`config.mk`:
```
export PLATFORM = sky130hd
export DESIGN_NAME = tmr_channel
export DESIGN_NICKNAME = d
export VERILOG_FILES = /design/src/rtl/tmr_channel_pkg.sv /design/src/rtl/tmr_sync.sv /design/src/rtl/tmr_dec.sv /design/src/rtl/tmr_channel.sv
export SDC_FILE = /design/constraint.sdc
export NUM_CORES = 1
export LEC_CHECK = 0
export ABC_AREA = 1
export BUFFER_PORTS_ARGS = -buffer_cell sky130_fd_sc_hd__buf_4
export CORE_UTILIZATION = 49
export DETAILED_ROUTE_END_ITERATION = 8
export GPL_ROUTABILITY_DRIVEN = 0
export PLACE_DENSITY = 0.69
export SETUP_SLACK_MARGIN = 0.1
export SYNTH_ARGS = -nofsm -noshare
export SYNTH_HDL_FRONTEND = slang
export SYNTH_SLANG_ARGS = --single-unit
export TNS_END_PERCENT = 1
```
`constraint.sdc`:
```
create_clock -name clk -period 4.8 [get_ports clk]
set_input_delay 0.48 -clock clk [delete_from_list [all_inputs] [get_ports clk]]
set_output_delay 0.48 -clock clk [all_outputs]
set_load 0.05 [all_outputs]
```
`src/rtl/tmr_channel_pkg.sv`:
```
package tmr_channel_pkg;

   typedef enum logic [2:0] {
      MD_TC_IRQ    = 3'd0,
      MD_ONESHOT   = 3'd1,
      MD_RATE      = 3'd2,
      MD_SQUARE    = 3'd3,
      MD_SW_STROBE = 3'd4,
      MD_HW_STROBE = 3'd5
   } tmr_mode_e;

   // codes 6 and 7 alias the periodic modes 2 and 3
   function automatic tmr_mode_e fold_mode(input logic [2:0] m);
      if (m[1])
         return tmr_mode_e'({1'b0, m[1:0]});
      else
         return tmr_mode_e'(m);
   endfunction

endpackage

```
`src/rtl/tmr_sync.sv`:
```
module tmr_sync #(
   parameter int STAGES = 2
) (
   input  logic clk,
   input  logic rst_n,
   input  logic d_i,
   output logic q_o,
   output logic q_dly_o
);
   localparam int LAST = STAGES;

   logic [LAST:0] sh_q;

   always_ff @(posedge clk or negedge rst_n) begin
      if (!rst_n) sh_q <= '0;
      else        sh_q <= {sh_q[LAST-1:0], d_i};
   end

   assign q_o     = sh_q[LAST-1];
   assign q_dly_o = sh_q[LAST];
endmodule

```
`src/rtl/tmr_dec.sv`:
```
module tmr_dec #(
   parameter int W = 16
) (
   input  logic [W-1:0] val_i,
   input  logic         bcd_i,
   input  logic         by_two_i,
   output logic [W-1:0] dec_o
);
   localparam int DIG = W / 4;

   logic [1:0]   bw   [DIG];
   logic [W-1:0] bcd_res;
   logic [W-1:0] bin_res;

   assign bw[0]   = by_two_i ? 2'd2 : 2'd1;
   assign bin_res = val_i - {{(W-2){1'b0}}, bw[0]};

   for (genvar i = 0; i < DIG; i++) begin : g_digit
      logic [3:0] d;
      logic       under;
      assign d     = val_i[4*i +: 4];
      assign under = d < {2'b00, bw[i]};
      assign bcd_res[4*i +: 4] = under ? (d + 4'd10 - {2'b00, bw[i]})
                                       : (d - {2'b00, bw[i]});
      if (i < DIG - 1) begin : g_chain
         assign bw[i+1] = under ? 2'd1 : 2'd0;
      end
   end

   assign dec_o = bcd_i ? bcd_res : bin_res;
endmodule

```
`src/rtl/tmr_channel.sv`:
```
module tmr_channel
   import tmr_channel_pkg::*;
#(
   parameter int W           = 16,
   parameter int SYNC_STAGES = 2
) (
   input  logic         clk,
   input  logic         rst_n,
   input  logic         chan_clk_i,
   input  logic         gate_i,
   input  logic         cw_wr_i,
   input  logic [2:0]   cw_mode_i,
   input  logic         cw_bcd_i,
   input  logic         cnt_wr_i,
   input  logic [W-1:0] cnt_val_i,
   input  logic         cnt_half_i,
   output logic         out_o,
   output logic [W-1:0] count_o,
   output logic         loaded_o
);
   localparam logic [W-1:0] ONE = W'(1);
   localparam logic [W-1:0] TWO = W'(2);

   if (W % 4 != 0 || W < 8) begin : g_bad_width
      $error("tmr_channel: W must be a multiple of 4 and at least 8");
   end
   if (SYNC_STAGES < 2) begin : g_bad_sync
      $error("tmr_channel: SYNC_STAGES must be at least 2");
   end

   logic ck_q, ck_d, gt_q, gt_d;

   tmr_sync #(.STAGES(SYNC_STAGES)) u_ck_sync (
      .clk(clk), .rst_n(rst_n), .d_i(chan_clk_i), .q_o(ck_q), .q_dly_o(ck_d));
   tmr_sync #(.STAGES(SYNC_STAGES)) u_gt_sync (
      .clk(clk), .rst_n(rst_n), .d_i(gate_i), .q_o(gt_q), .q_dly_o(gt_d));

   logic tick, ck_rise, g_rise;
   assign tick    = ck_d & ~ck_q;
   assign ck_rise = ~ck_d & ck_q;
   assign g_rise  = gt_q & ~gt_d;

   tmr_mode_e    mode_q;
   logic [W-1:0] ce_q, cr_q, dec_v, sq_load;
   logic         bcd_q, out_q, have_cr_q, pend_q, run_q, halt_q;
   logic         trig_q, fired_q, odd_q, gate_lv_q, ld_q;
   logic         can_trig, sq_expire;

   tmr_dec #(.W(W)) u_dec (
      .val_i(ce_q), .bcd_i(bcd_q), .by_two_i(mode_q == MD_SQUARE), .dec_o(dec_v));

   assign can_trig  = trig_q & have_cr_q;
   assign sq_load   = {cr_q[W-1:1], 1'b0};
   assign sq_expire = (out_q && odd_q) ? (ce_q == '0) : (ce_q == TWO);

   always_ff @(posedge clk or negedge rst_n) begin
      if (!rst_n) begin
         mode_q    <= MD_TC_IRQ;
         ce_q      <= '0;
         cr_q      <= '0;
         bcd_q     <= 1'b0;
         out_q     <= 1'b1;
         have_cr_q <= 1'b0;
         pend_q    <= 1'b0;
         run_q     <= 1'b0;
         halt_q    <= 1'b0;
         trig_q    <= 1'b0;
         fired_q   <= 1'b0;
         odd_q     <= 1'b0;
         gate_lv_q <= 1'b0;
         ld_q      <= 1'b0;
      end else begin
         ld_q <= 1'b0;
         if (ck_rise) gate_lv_q <= gt_q;
         if (cw_wr_i) begin
            mode_q    <= fold_mode(cw_mode_i);
            bcd_q     <= cw_bcd_i;
            out_q     <= (fold_mode(cw_mode_i) != MD_TC_IRQ);
            have_cr_q <= 1'b0;
            pend_q    <= 1'b0;
            run_q     <= 1'b0;
            halt_q    <= 1'b0;
            trig_q    <= 1'b0;
            fired_q   <= 1'b0;
         end else begin
            if (tick) begin
               trig_q <= 1'b0;
               case (mode_q)
                  MD_TC_IRQ: begin
                     if (pend_q) begin
                        ce_q <= cr_q; pend_q <= 1'b0; run_q <= 1'b1; ld_q <= 1'b1;
                     end else if (run_q && gate_lv_q && !halt_q) begin
                        ce_q <= dec_v;
                        if (ce_q == ONE) out_q <= 1'b1;
                     end
                  end
                  MD_ONESHOT: begin
                     if (can_trig) begin
                        ce_q <= cr_q; pend_q <= 1'b0; run_q <= 1'b1;
                        out_q <= 1'b0; ld_q <= 1'b1;
                     end else if (run_q) begin
                        ce_q <= dec_v;
                        if (ce_q == ONE) out_q <= 1'b1;
                     end
                  end
                  MD_RATE: begin
                     if (can_trig || (!run_q && pend_q)) begin
                        ce_q <= cr_q; pend_q <= 1'b0; run_q <= 1'b1;
                        out_q <= 1'b1; ld_q <= 1'b1;
                     end else if (run_q && gate_lv_q) begin
                        if (ce_q == ONE) begin
                           ce_q <= cr_q; pend_q <= 1'b0; out_q <= 1'b1; ld_q <= 1'b1;
                        end else begin
                           ce_q <= dec_v;
                           if (ce_q == TWO) out_q <= 1'b0;
                        end
                     end
                  end
                  MD_SQUARE: begin
                     if (can_trig || (!run_q && pend_q)) begin
                        ce_q <= sq_load; odd_q <= cr_q[0]; pend_q <= 1'b0;
                        run_q <= 1'b1; out_q <= 1'b1; ld_q <= 1'b1;
                     end else if (run_q && gate_lv_q) begin
                        if (sq_expire) begin
                           ce_q <= sq_load; odd_q <= cr_q[0]; pend_q <= 1'b0;
                           out_q <= ~out_q; ld_q <= 1'b1;
                        end else begin
                           ce_q <= dec_v;
                        end
                     end
                  end
                  MD_SW_STROBE: begin
                     if (!out_q) out_q <= 1'b1;
                     if (pend_q) begin
                        ce_q <= cr_q; pend_q <= 1'b0; run_q <= 1'b1;
                        fired_q <= 1'b0; ld_q <= 1'b1;
                     end else if (run_q && gate_lv_q) begin
                        ce_q <= dec_v;
                        if (ce_q == ONE && !fired_q) begin
                           out_q <= 1'b0; fired_q <= 1'b1;
                        end
                     end
                  end
                  MD_HW_STROBE: begin
                     if (!out_q) out_q <= 1'b1;
                     if (can_trig) begin
                        ce_q <= cr_q; pend_q <= 1'b0; run_q <= 1'b1;
                        fired_q <= 1'b0; ld_q <= 1'b1;
                     end else if (run_q) begin
                        ce_q <= dec_v;
                        if (ce_q == ONE && !fired_q) begin
                           out_q <= 1'b0; fired_q <= 1'b1;
                        end
                     end
                  end
                  default: ;
               endcase
            end
            if (g_rise) trig_q <= 1'b1;
            if (cnt_wr_i) begin
               cr_q      <= cnt_val_i;
               have_cr_q <= 1'b1;
               pend_q    <= 1'b1;
               halt_q    <= 1'b0;
               if (mode_q == MD_TC_IRQ) out_q <= 1'b0;
            end
            if (cnt_half_i && mode_q == MD_TC_IRQ) begin
               halt_q <= 1'b1;
               out_q  <= 1'b0;
            end
            if (!gt_q && (mode_q == MD_RATE || mode_q == MD_SQUARE)) out_q <= 1'b1;
         end
      end
   end

   assign out_o    = out_q;
   assign count_o  = ce_q;
   assign loaded_o = ld_q;
endmodule

```
======== Yosys cells after proc, flatten, opt, wreduce, memory -nomap -nowiden ========
Cells that the tools add are included.
word-level totals
  register bits ........................... 52
  input bits .............................. 27
  output and inout bits ................... 18
  logic and storage cells ................. 196
operators by class
  add/subtract/negate cells ............... 13
  magnitude comparators ................... 4
  equality and inequality tests ........... 22
  mux-type cells .......................... 96
  bitwise gates (word level) .............. 9
  reduce and logical (&&, ||, !) cells .... 36
operators with widths
  operator                                              number
  two-way mux 16 bit                                    13
  one-hot mux 16 bit (5 select lines)                   1
  two-way mux 1 bit                                     70
  subtractor 4 x 2 -> 4 bit                             8
  != test 5 bit, second input constant                  4
  adder 4 bit, second input constant                    4
  equality test 16 x 1 -> 1 bit, second input constant  1
  equality test 16 x 2 -> 1 bit, second input constant  1
  logical NOT 16 bit                                    1
  less-than comparator 4 x 2 -> 1 bit                   4
  two-way mux 4 bit                                     4
  subtractor 16 x 2 -> 16 bit                           1
  nonzero test 3 bit                                    5
  != test 3 x 1 -> 1 bit, second input constant         4
  != test 3 bit, second input constant                  4
  AND reduction 5 bit                                   2
  != test 4 bit, second input constant                  2
  one-hot mux 1 bit (4 select lines)                    2
  AND reduction 8 bit                                   1
  nonzero test 2 bit                                    4
  logical AND 1 bit                                     7
  AND reduction 7 bit                                   1
  equality test 3 x 2 -> 1 bit, second input constant   2
  equality test 3 bit, second input constant            2
  18 further kinds                                      32

======== Depth between registers and ports, before layout ========
Gate-level depths: netlist of the first run.
  word-level depth ........................ 15
  depth in mapped cells ................... 31
  mapped depth without buffers ............ 31

======== Cells and area by module ========
A second synthesis of the first run with hierarchy kept.
unflattened totals
  cells, all modules ...................... 689
  area, all modules ....................... 4,650.7 um^2
modules (own cells, without submodules)
  module       times used  cells an instance  area each (um^2)  seq. area each (um^2)
  tmr_channel  1           480                3,281.9           1,152.4
  tmr_dec      1           203                1,218.7           0.0
  tmr_sync     2           3                  75.1              75.1

======== Worst setup path after synthesis of the first run ========
OpenSTA, ideal clock, no wires.
  path type ............................... flip-flop to flip-flop
  from .................................... register mode_q[2]
  to ...................................... register ce_q[15], in the netlist count_o[15]
  library setup time ...................... 0.123 ns
  arrival time ............................ 3.993 ns
  required time ........................... 4.677 ns
  setup slack ............................. 0.685 ns
  stages on the path, launching flop included .. 31
  path buffers ............................ 0
  period minus slack after synthesis ...... 4.115 ns
  path through ............................ dfrtp_1 nor2_2 inv_1 nor2_4 inv_1 ha_1 fa_1 inv_1 nand2_1 nand2_1 inv_1 ha_1 ha_1 nand2_1 inv_1 ha_1 ha_1 nand2_1 inv_1 ha_1 inv_1 ha_1 inv_1 ha_1 xnor2_1 a21oi_1 o21ai_0 nand2_1 a21oi_1 nor2_1 a21oi_2
between the ends
  word-level cells in the longest chain between the ends .. 15
  elaborated cells between the ends (all ways) .. 40
  classes of those cells .................. add/sub: 3; order compare: 4; eq/ne: 10; mux: 19; reduce/logical: 4
RTL lines
  item                                                     line                                    RTL
  start: declaration                                       tmr_channel.sv:43                       tmr_mode_e mode_q;
  start signal: assignment                                 tmr_channel.sv:76                       mode_q <= fold_mode(cw_mode_i);
  equality test 3 x 2 -> 1 bit                             tmr_channel.sv:50, tmr_channel.sv:88
  two-way mux 2 bit                                        tmr_dec.sv:15                           assign bw[0] = by_two_i ? 2'd2 : 2'd1;
  less-than comparator 4 x 2 -> 1 bit                      tmr_dec.sv:22                           assign under = d < {2'b00, bw[i]};
  two-way mux 1 bit                                        tmr_dec.sv:26                           assign bw[i+1] = under ? 2'd1 : 2'd0;
  less-than comparator 4 x 2 -> 1 bit                      tmr_dec.sv:22
  two-way mux 1 bit                                        tmr_dec.sv:26
  less-than comparator 4 x 2 -> 1 bit                      tmr_dec.sv:22
  two-way mux 1 bit                                        tmr_dec.sv:26
  subtractor 4 x 2 -> 4 bit, or another cell as far along  tmr_dec.sv:24                           : (d - {2'b00, bw[i]});
  two-way mux 4 bit                                        tmr_dec.sv:23                           assign bcd_res[4*i +: 4] = under ? (d + 4'd10 - {2'b00, bw[i]})
  two-way mux 16 bit                                       tmr_dec.sv:30                           assign dec_o = bcd_i ? bcd_res : bin_res;
  two-way mux 16 bit (on tied branches)                    tmr_channel.sv:124, tmr_channel.sv:111
  two-way mux 16 bit (on tied branches)                    tmr_channel.sv:123, tmr_channel.sv:110
  two-way mux 16 bit (on tied branches)                    tmr_channel.sv:120, tmr_channel.sv:107
  one-hot mux 16 bit (5 select lines)                      tmr_channel.sv:88                       case (mode_q)
  end signal: assignment                                   tmr_channel.sv:93                       ce_q <= dec_v;
  end signal: assignment                                   tmr_channel.sv:102                      ce_q <= dec_v;
  end signal: assignment                                   tmr_channel.sv:128                      ce_q <= dec_v;
  end: declaration                                         tmr_channel.sv:44                       logic [W-1:0] ce_q, cr_q, dec_v, sq_load;
Parallel ways exist; a longest one is shown, timed or not. The select of a mux whose other input is x is not followed.
A chain may end at the register's enable or synchronous reset.

======== Worst setup path after layout of the first run ========
Same ends and word-level chain as after synthesis.

==> results.sh, run 1 <==
export IMPL_dp_hpwl_um=6934
export IMPL_postSynthCellCount=490
export IMPL_clock_latency_ps=310
export IMPL_grt_pass1_wl_um=14840
export IMPL_drt_pre_antenna_iters=4
export IMPL_seq_area_frac_synth_pct=34.64
export IMPL_final_setup_tns_ps=0
export IMPL_met2_length_um=4371
export IMPL_route_layer_met1_wl_um=4338
export IMPL_fin_crit_ps=4324
export IMPL_grt_pass1_vias=3110
export IMPL_layout_setup_ws_ps=475.6
export IMPL_cp_max_fo=6
export IMPL_synthXorXnorAreaFrac_pct=3.494
export IMPL_ctsLongestPathBuffers=2
export IMPL_tightest_slew_ps=977.9
export IMPL_initial_core_util_pct=51.29
export IMPL_startpoint_type="register"
export IMPL_netlist_area_um2=3760
export IMPL_ys_top_cells_by_area="dfrtp_1 (34%), ha_1 (8.7%), nand2_1 (8.3%)"
export IMPL_slew_violations=0
export IMPL_final_cell_mix="nand2_1 (82), inv_1 (73), nor2_1 (50), dfrtp_1 (50), buf_4 (48)"
export IMPL_die_area_um2=8027
export IMPL_cp_common_cell="ha_1"
export IMPL_rows=31
export IMPL_synthMuxAreaShare_pct=2.995
export IMPL_grt_max_degree=53
export IMPL_grt_antenna_before_repair=0
export IMPL_ctsHoldBuffers=0
export IMPL_synth_top_area_share_pct=33.94
export IMPL_max_cap_violations=0
export IMPL_top_layer="met4"
export IMPL_pwr_density_cell_nw_per_um2=467.2
export IMPL_dp_slack_ps=245.8
export IMPL_layout_commonest_cell="nand2_1"
export IMPL_syn_avg_cell_area_um2=7.673
export IMPL_numCtsBuffers=5
export IMPL_route_antenna_remaining_nets=0
export IMPL_wirelength_um=9220
export IMPL_cts_max_level=2
export IMPL_vdd_drop_max_uv=181.5
export IMPL_hold_violations=0
export IMPL_hp_class="in2async"
export IMPL_grt_overflow=0
export IMPL_numPortBuffers=44
export IMPL_cp_slowest_cell="dfrtp_2"
export IMPL_synthAdderAreaFrac_pct=9.717
export IMPL_drt_iter0_drc=200
export IMPL_yosysUniqueCellTypes=44
export IMPL_placed_cells=622
export IMPL_end_kind="register"
export IMPL_fmax_mhz=231.2
export IMPL_synth_top_family_by_area="simple AND/OR/NAND/NOR gates"
export IMPL_yosys_area_share_simple_pct=22.26
export IMPL_area_growth_synth_to_final_pct=13.81
export IMPL_vias_per_cell=5.361
export IMPL_die_w_um=89.60
export IMPL_synth_compound_area_share_pct=16.87
export IMPL_clkTransAtPathRegs_ps=110
export IMPL_finalSetupViolCount=0
export IMPL_die_h_um=89.60
export IMPL_avgRoutedWirePerCell_um=14.54
export IMPL_timing_slew_headroom_pct=34.65
export IMPL_cts_tree="yes"
export IMPL_drive_above_1_share_pct=19.44
export IMPL_wl_met3_um=442
export IMPL_gr_usage_all_layers_pct=24.49
export IMPL_crit_type="reg2reg"
export IMPL_yosysTopAreaCell="dfrtp_1"
export IMPL_cp_required_ps=5000
export IMPL_status="complete, no violations"
export IMPL_power_total_uw=1999
export IMPL_num_vias=3399
export IMPL_nFillCells=718
export IMPL_nets=589
export IMPL_rsz0062_at_grt="no"
export IMPL_p_leak_uw=0.002128
export IMPL_period_share_pct=90.09
export IMPL_synth_seq_cells=52
export IMPL_synth_nets=545
export IMPL_antennaDiodeCount=0
export IMPL_core_um2=7331
export IMPL_crit_path_max_incr_delay_ps=470
export IMPL_arrival_ps=4520
export IMPL_fin_skew_ps=8.633
export IMPL_drt_drc_violations_left=0
export IMPL_cts_sinks=52
export IMPL_ios=45
export IMPL_yosysWarnings=0
export IMPL_cts_root_buf="clkbuf_8"
export IMPL_fin_cells=634
## repair_timing
action	CTS	global route
setup buffers	0	4
setup endpoints to repair	0	3
gates resized for setup	0	6
## metal layers
metal	vias up	GRT usage (%)
met5	-	0
li1	1678	-
met4	0	7.215
met1	1617	34.26
met3	5	2.925
met2	99	39.94
## report_power, final
group / switching (uW) / total [uW] / internal [uW] / leakage (uW)
clock: 166 / 277 / 111 / 0.0000511
combinational: 687 / 1060 / 372 / 0.00147
sequential: 133 / 663 / 530 / 0.000607
total: 986 / 2000 / 1010 / 0.00213
## worst max-delay path, delay by kind of cell (launching register included)
family / cells / cell delay [ps]
AOI/OAI and AO/OA: 4 / 280
xor gates and xnor gates: 1 / 120
adders and majority gates: 9 / 1920
buffers and inverters: 8 / 610
DFF: 1 / 470
and+or+nand+nor: 8 / 810
## layout make-up
cell class	instances	area (um^2)	share of cell area, %
Inverter	80	302.8	7.076
Clock inverter	3	28.78	0.6725
Timing Repair Buffer	48	360.3	8.421
Clock buffer	5	68.82	1.608
Tap cell	99	123.9	2.895
Sequential cell	52	1304	30.47
Multi-Input combinational cell	347	2091	48.86
## final timing paths
kind	slack (ps)	startpoint	end	depth (start not counted)
max in group asynchronous	4140	rst_n	mode_q[2]	1
worst max-delay path	480	mode_q[2]	count_o[15]	30
min in group clk	270	gate_i	u_gt_sync.sh_q[0]	1
worst min-delay path	200	rst_n	cr_q[1]	1
worst max register to register	480	mode_q[2]	count_o[15]	30
worst min register to register	360	u_gt_sync.sh_q[0]	u_gt_sync.sh_q[1]	0
## registers in the layout (all words and copies together) (netlist names), 3 cells and up
register and cells:
count_o 16, u_ck_sync.sh_q 3, u_gt_sync.sh_q 3, mode_q 3
cr_q 16
## synthesized netlist by cell type (all sizes together)
library cell and n:
a22oi 1, or2 1, nand4 5, a21boi 2, o211ai 10, mux2 10
clkbuf 4, nand2 89, ha 26, o31ai 1, dfrtp 51, o22ai 1
o2111ai 1, xor2 13, o21ai 47, nor4 3, inv 78, a21oi 38
a31oi 4, xnor2 2, clkinv 2, nor3 5, a211oi 1, nand3 24
nor2 59, buf 7, fa 2, o21a 2, dfstp 1
## cells by family after synthesis
| logic type | count (synthesis) |
|---|---|
| multiplexers | 10 |
| flip-flops | 52 |
| XOR/XNOR | 15 |
| AND/OR/NAND/NOR | 186 |
| adder cells (fa/ha/maj) | 28 |
| AO/OA/AOI/OAI | 108 |
| buffers and inverters | 91 |
## through the flow
| step | utilization, % | hold WS [ps] | cell area, um^2 |
|---|---|---|---|
| 6_report | 58.37 | 196.0 | 4279 |
| 5_1_grt | 58.37 | 239.5 | 4279 |
| 4_1_cts | 57.81 | 212.4 | 4238 |
| 3_5_place_dp | 56.48 | 334.7 | 4140 |
| 3_3_place_gp | 56.48 | 333.2 | 4140 |
| 2_1_floorplan | - | 184.4 | 3760 |
Power figures use the tool's default switching activity.
==> run 2: changes to the inputs <==
==> constraint.sdc (replaced) <==
create_clock -name clk -period 4.8 [get_ports clk]
set_input_delay 0.24 -clock clk [delete_from_list [all_inputs] [get_ports clk]]
set_output_delay 0.24 -clock clk [all_outputs]
set_load 0.05 [all_outputs]
==> results.sh, run 2 (synthesis gave the netlist of run 1 again) <==
export IMPL_gr_usage_all_layers_pct=24.51
export IMPL_num_vias=3415
export IMPL_antennaDiodeCount=0
export IMPL_cts_tree="yes"
export IMPL_fin_crit_ps=4318
export IMPL_final_cell_mix="nand2_1 (82), inv_1 (73), nor2_1 (50), dfrtp_1 (50), buf_4 (48)"
export IMPL_drive_above_1_share_pct=19.37
export IMPL_status="complete, no violations"
export IMPL_end_kind="register"
export IMPL_cts_max_level=2
export IMPL_fin_skew_ps=10.51
export IMPL_clock_latency_ps=320
export IMPL_clkTransAtPathRegs_ps=110
export IMPL_cp_max_fo=6
export IMPL_die_area_um2=8027
export IMPL_timing_slew_headroom_pct=34.49
export IMPL_finalSetupViolCount=0
export IMPL_initial_core_util_pct=51.29
export IMPL_startpoint_type="register"
export IMPL_vdd_drop_max_uv=181.5
export IMPL_grt_antenna_before_repair=0
export IMPL_route_antenna_remaining_nets=0
export IMPL_cp_common_cell="ha_1"
export IMPL_cts_sinks=52
export IMPL_max_cap_violations=0
export IMPL_crit_path_max_incr_delay_ps=470
export IMPL_placed_cells=622
export IMPL_tightest_slew_ps=980.3
export IMPL_area_growth_synth_to_final_pct=14.34
export IMPL_wirelength_um=9261
export IMPL_numCtsBuffers=5
export IMPL_p_leak_uw=0.002136
export IMPL_crit_type="reg2reg"
export IMPL_nets=591
export IMPL_slew_violations=0
export IMPL_arrival_ps=4520
export IMPL_avgRoutedWirePerCell_um=14.56
export IMPL_fmax_mhz=231.6
export IMPL_period_share_pct=89.95
export IMPL_vias_per_cell=5.369
export IMPL_numPortBuffers=44
export IMPL_core_um2=7331
export IMPL_fin_cells=636
export IMPL_grt_pass1_vias=3116
export IMPL_die_w_um=89.60
export IMPL_cts_root_buf="clkbuf_8"
export IMPL_hp_class="in2reg"
export IMPL_layout_commonest_cell="nand2_1"
export IMPL_drt_drc_violations_left=0
export IMPL_drt_iter0_drc=232
export IMPL_rsz0062_at_grt="no"
export IMPL_cp_required_ps=5000
export IMPL_die_h_um=89.60
export IMPL_nFillCells=714
export IMPL_ios=45
export IMPL_final_setup_tns_ps=0
export IMPL_grt_max_degree=53
export IMPL_grt_pass1_wl_um=14850
export IMPL_grt_overflow=0
export IMPL_pwr_density_cell_nw_per_um2=466.1
export IMPL_ctsLongestPathBuffers=2
export IMPL_hold_violations=0
export IMPL_cp_slowest_cell="dfrtp_2"
export IMPL_drt_pre_antenna_iters=5
export IMPL_rows=31
export IMPL_dp_hpwl_um=6934
-- run 2: repair_timing --
action,in CTS,in global routing
hold buffers,1,1
buffers inserted,0,4
gates resized for setup,0,6
endpoints found under the hold margin,51,1
setup endpoints to repair,0,3
-- run 2: routing by layer --
| metal | GRT usage, % | up-vias | wire length [um] | part of all wire, % |
|---|---|---|---|---|
| met5 | 0 | - | 0 | 0 |
| met1 | 34.26 | 1633 | 4462 | 48 |
| li1 | - | 1690 | - | - |
| met4 | 7.215 | 0 | 77 | 0.83 |
| met2 | 40.01 | 84 | 4405 | 48 |
| met3 | 2.925 | 8 | 315 | 3.4 |
-- run 2: layout make-up --
type	instances	area [um^2]	area share [%]
flip-flops and latches	52	1304	30.33
clock buffers	5	68.82	1.601
inverters	80	302.8	7.043
repair buffers	50	380.4	8.848
clock inverters	3	28.78	0.6694
well taps	99	123.9	2.881
multi-input cells	347	2091	48.63
-- run 2: worst max-delay path, delay by kind of cell, from the launching register on --
kind / cells / cell delay (ps)
adders and majority gates: 9 / 1920
and+or+nand+nor: 8 / 800
buffers and inverters: 8 / 600
DFF: 1 / 470
AOI/OAI and AO/OA: 4 / 280
xor gates and xnor gates: 1 / 130
-- run 2: path summary, 6_finish.rpt --
check                           depth (start not counted)           endpoint  slack, ps         startpoint
worst max-delay path                                   30        count_o[15]        480          mode_q[2]
worst min-delay path                                    1  u_ck_sync.sh_q[0]         20         chan_clk_i
worst max register to register                         30        count_o[15]        480          mode_q[2]
worst min register to register                          0  u_gt_sync.sh_q[1]        360  u_gt_sync.sh_q[0]
max in group asynchronous                               2          mode_q[2]       3840              rst_n
min in group asynchronous                               2           cr_q[11]        500              rst_n
-- run 2: stage by stage --
stage	utilization [%]	setup slack [ps]	power (uW)	area [um^2]	hold WS (ps)
3_5_place_dp	56.48	245.8	1715	4140	328.2
2_1_floorplan	-	684.6	1429	3760	-55.59
4_1_cts	57.95	236.5	2005	4248	12.39
5_1_grt	58.64	110.1	2177	4299	6.459
6_report	58.64	482.4	2004	4299	23.02
3_3_place_gp	56.48	421.1	1696	4140	322.7
-- run 2: where the power goes --
group          internal [uW]  switching, uW  total [uW]
clock                    111            169         279
sequential               530            133         664
combinational            373            688        1060
==> run 3: changes to the inputs <==
--- a/config.mk
+++ b/config.mk
@@ -8,9 +8,11 @@
 export ABC_AREA = 1
 export BUFFER_PORTS_ARGS = -buffer_cell sky130_fd_sc_hd__buf_4
 export CORE_UTILIZATION = 49
+export CTS_CLUSTER_DIAMETER = 100
 export DETAILED_ROUTE_END_ITERATION = 8
 export GPL_ROUTABILITY_DRIVEN = 0
 export PLACE_DENSITY = 0.69
+export RECOVER_POWER = 25
 export SETUP_SLACK_MARGIN = 0.1
 export SYNTH_ARGS = -nofsm -noshare
 export SYNTH_HDL_FRONTEND = slang
==> results.sh, run 3 (synthesis gave the netlist of run 1 again) <==
export IMPL_status="finished with violations"
export IMPL_violations="capacitance limit, slew limit"
export IMPL_ios=45
export IMPL_tightest_slew_ps=2805
export IMPL_avgRoutedWirePerCell_um=14.54
export IMPL_whs_path_depth=1
export IMPL_dp_hpwl_um=6934
export IMPL_regArea_um2=1304
export IMPL_grt_max_degree=53
export IMPL_cp_slowest_cell="dfrtp_2"
export IMPL_hold_violations=0
export IMPL_crit_path_max_incr_delay_ps=470
export IMPL_crit_type="reg2reg"
export IMPL_numCtsBuffers=5
export IMPL_die_area_um2=8027
export IMPL_arrival_ps=4510
export IMPL_fin_crit_ps=4313
export IMPL_core_um2=7331
export IMPL_num_vias=3419
export IMPL_route_antenna_remaining_nets=0
export IMPL_slew_violations=53
export IMPL_cts_max_level=2
export IMPL_vias_per_cell=5.376
export IMPL_fmax_mhz=231.8
export IMPL_final_cell_mix="nand2_1 (82), inv_1 (73), nor2_1 (50), dfrtp_1 (50), buf_4 (44)"
export IMPL_multi_input_area_um2=2091
export IMPL_rsz0062_at_grt="no"
export IMPL_clock_latency_ps=310
export IMPL_die_h_um=89.60
export IMPL_fin_skew_ps=11.04
export IMPL_dp_slack_ps=245.8
export IMPL_drt_drc_violations_left=0
export IMPL_timing_slew_headroom_pct=-86.99
export IMPL_grt_overflow=0
export IMPL_pwr_density_cell_nw_per_um2=466.6
export IMPL_cp_max_fo=6
export IMPL_period_share_pct=89.86
export IMPL_nFillCells=712
export IMPL_max_cap_violations=1
export IMPL_r2r_cells=30
export IMPL_clkTransAtPathRegs_ps=110
export IMPL_layout_setup_ws_ps=486.8
export IMPL_startpoint_type="register"
export IMPL_die_w_um=89.60
export IMPL_drive_above_1_share_pct=18.99
export IMPL_initial_core_util_pct=51.29
export IMPL_vdd_drop_max_uv=181.4
export IMPL_power_total_uw=2002
export IMPL_cp_required_ps=5000
export IMPL_critical_path_top_delay_family="adder cells"
export IMPL_p_leak_uw=0.002128
export IMPL_rows=31
export IMPL_ctsLongestPathBuffers=2
export IMPL_cts_tree="yes"
export IMPL_hp_class="in2reg"
export IMPL_area_growth_synth_to_final_pct=14.14
export IMPL_grt_pass1_wl_um=14850
export IMPL_cts_root_buf="clkbuf_8"
export IMPL_cp_common_cell="ha_1"
export IMPL_end_kind="register"
export IMPL_grt_antenna_before_repair=0
export IMPL_layout_commonest_cell="nand2_1"
export IMPL_path_depth=30
export IMPL_drt_pre_antenna_iters=5
export IMPL_drt_iter0_drc=242
export IMPL_gr_usage_all_layers_pct=24.51
export IMPL_antennaDiodeCount=0
export IMPL_numPortBuffers=44
export IMPL_grt_pass1_vias=3116
export IMPL_finalSetupViolCount=0
export IMPL_cts_sinks=52
export IMPL_wirelength_um=9246
export IMPL_final_setup_tns_ps=0
export IMPL_critPathBufInv=8
export IMPL_whs_ps=48.14
export IMPL_nets=591
## run 3: changes by cell type in the layout (fill, tap and decap cells not counted)
cell / before / now
clkbuf_4: 0 / 2
buf_4: 48 / 44
clkbuf_1: 0 / 2
## run 3: final timing paths
kind                            slack [ps]              start                 to
worst max-delay path                   490          mode_q[2]        count_o[15]
worst min-delay path                    50         chan_clk_i  u_ck_sync.sh_q[0]
worst max register to register         490          mode_q[2]        count_o[15]
worst min register to register         360  u_gt_sync.sh_q[0]  u_gt_sync.sh_q[1]
max in group asynchronous             1660              rst_n          mode_q[2]
min in group asynchronous             1370              rst_n            cr_q[1]
## run 3: timing repair
action                                 CTS  global route
gates resized for setup                  0             6
setup buffers                            0             4
endpoints found under the hold margin   51             1
setup endpoints to repair                0             3
hold buffers                             1             1
## run 3: per-stage QoR
step                std cells  cell area, um^2  util [%]
CTS                       631             4248     57.95
floorplan                 490             3760         -
finish                    636             4292     58.54
global placement          622             4140     56.48
detailed placement        622             4140     56.48
global route              636             4292     58.54
## run 3: metal layers
metal / wire [um] / GRT usage [%]
met5: 0 / 0
met4: 74 / 7.215
met3: 342 / 2.925
met2: 4387 / 40.01
met1: 4441 / 34.26
## run 3: final cells by class
class	instances	share of cell area [%]
Tap cell	99	2.886
Clock buffer	5	1.603
Sequential cell	52	30.38
Multi-Input combinational cell	347	48.72
Inverter	80	7.055
Timing Repair Buffer	50	8.688
Clock inverter	3	0.6706
## run 3: power by group
group,switching [uW],internal (uW)
sequential,133,530
combinational,689,372
clock,168,111
total,989,1010
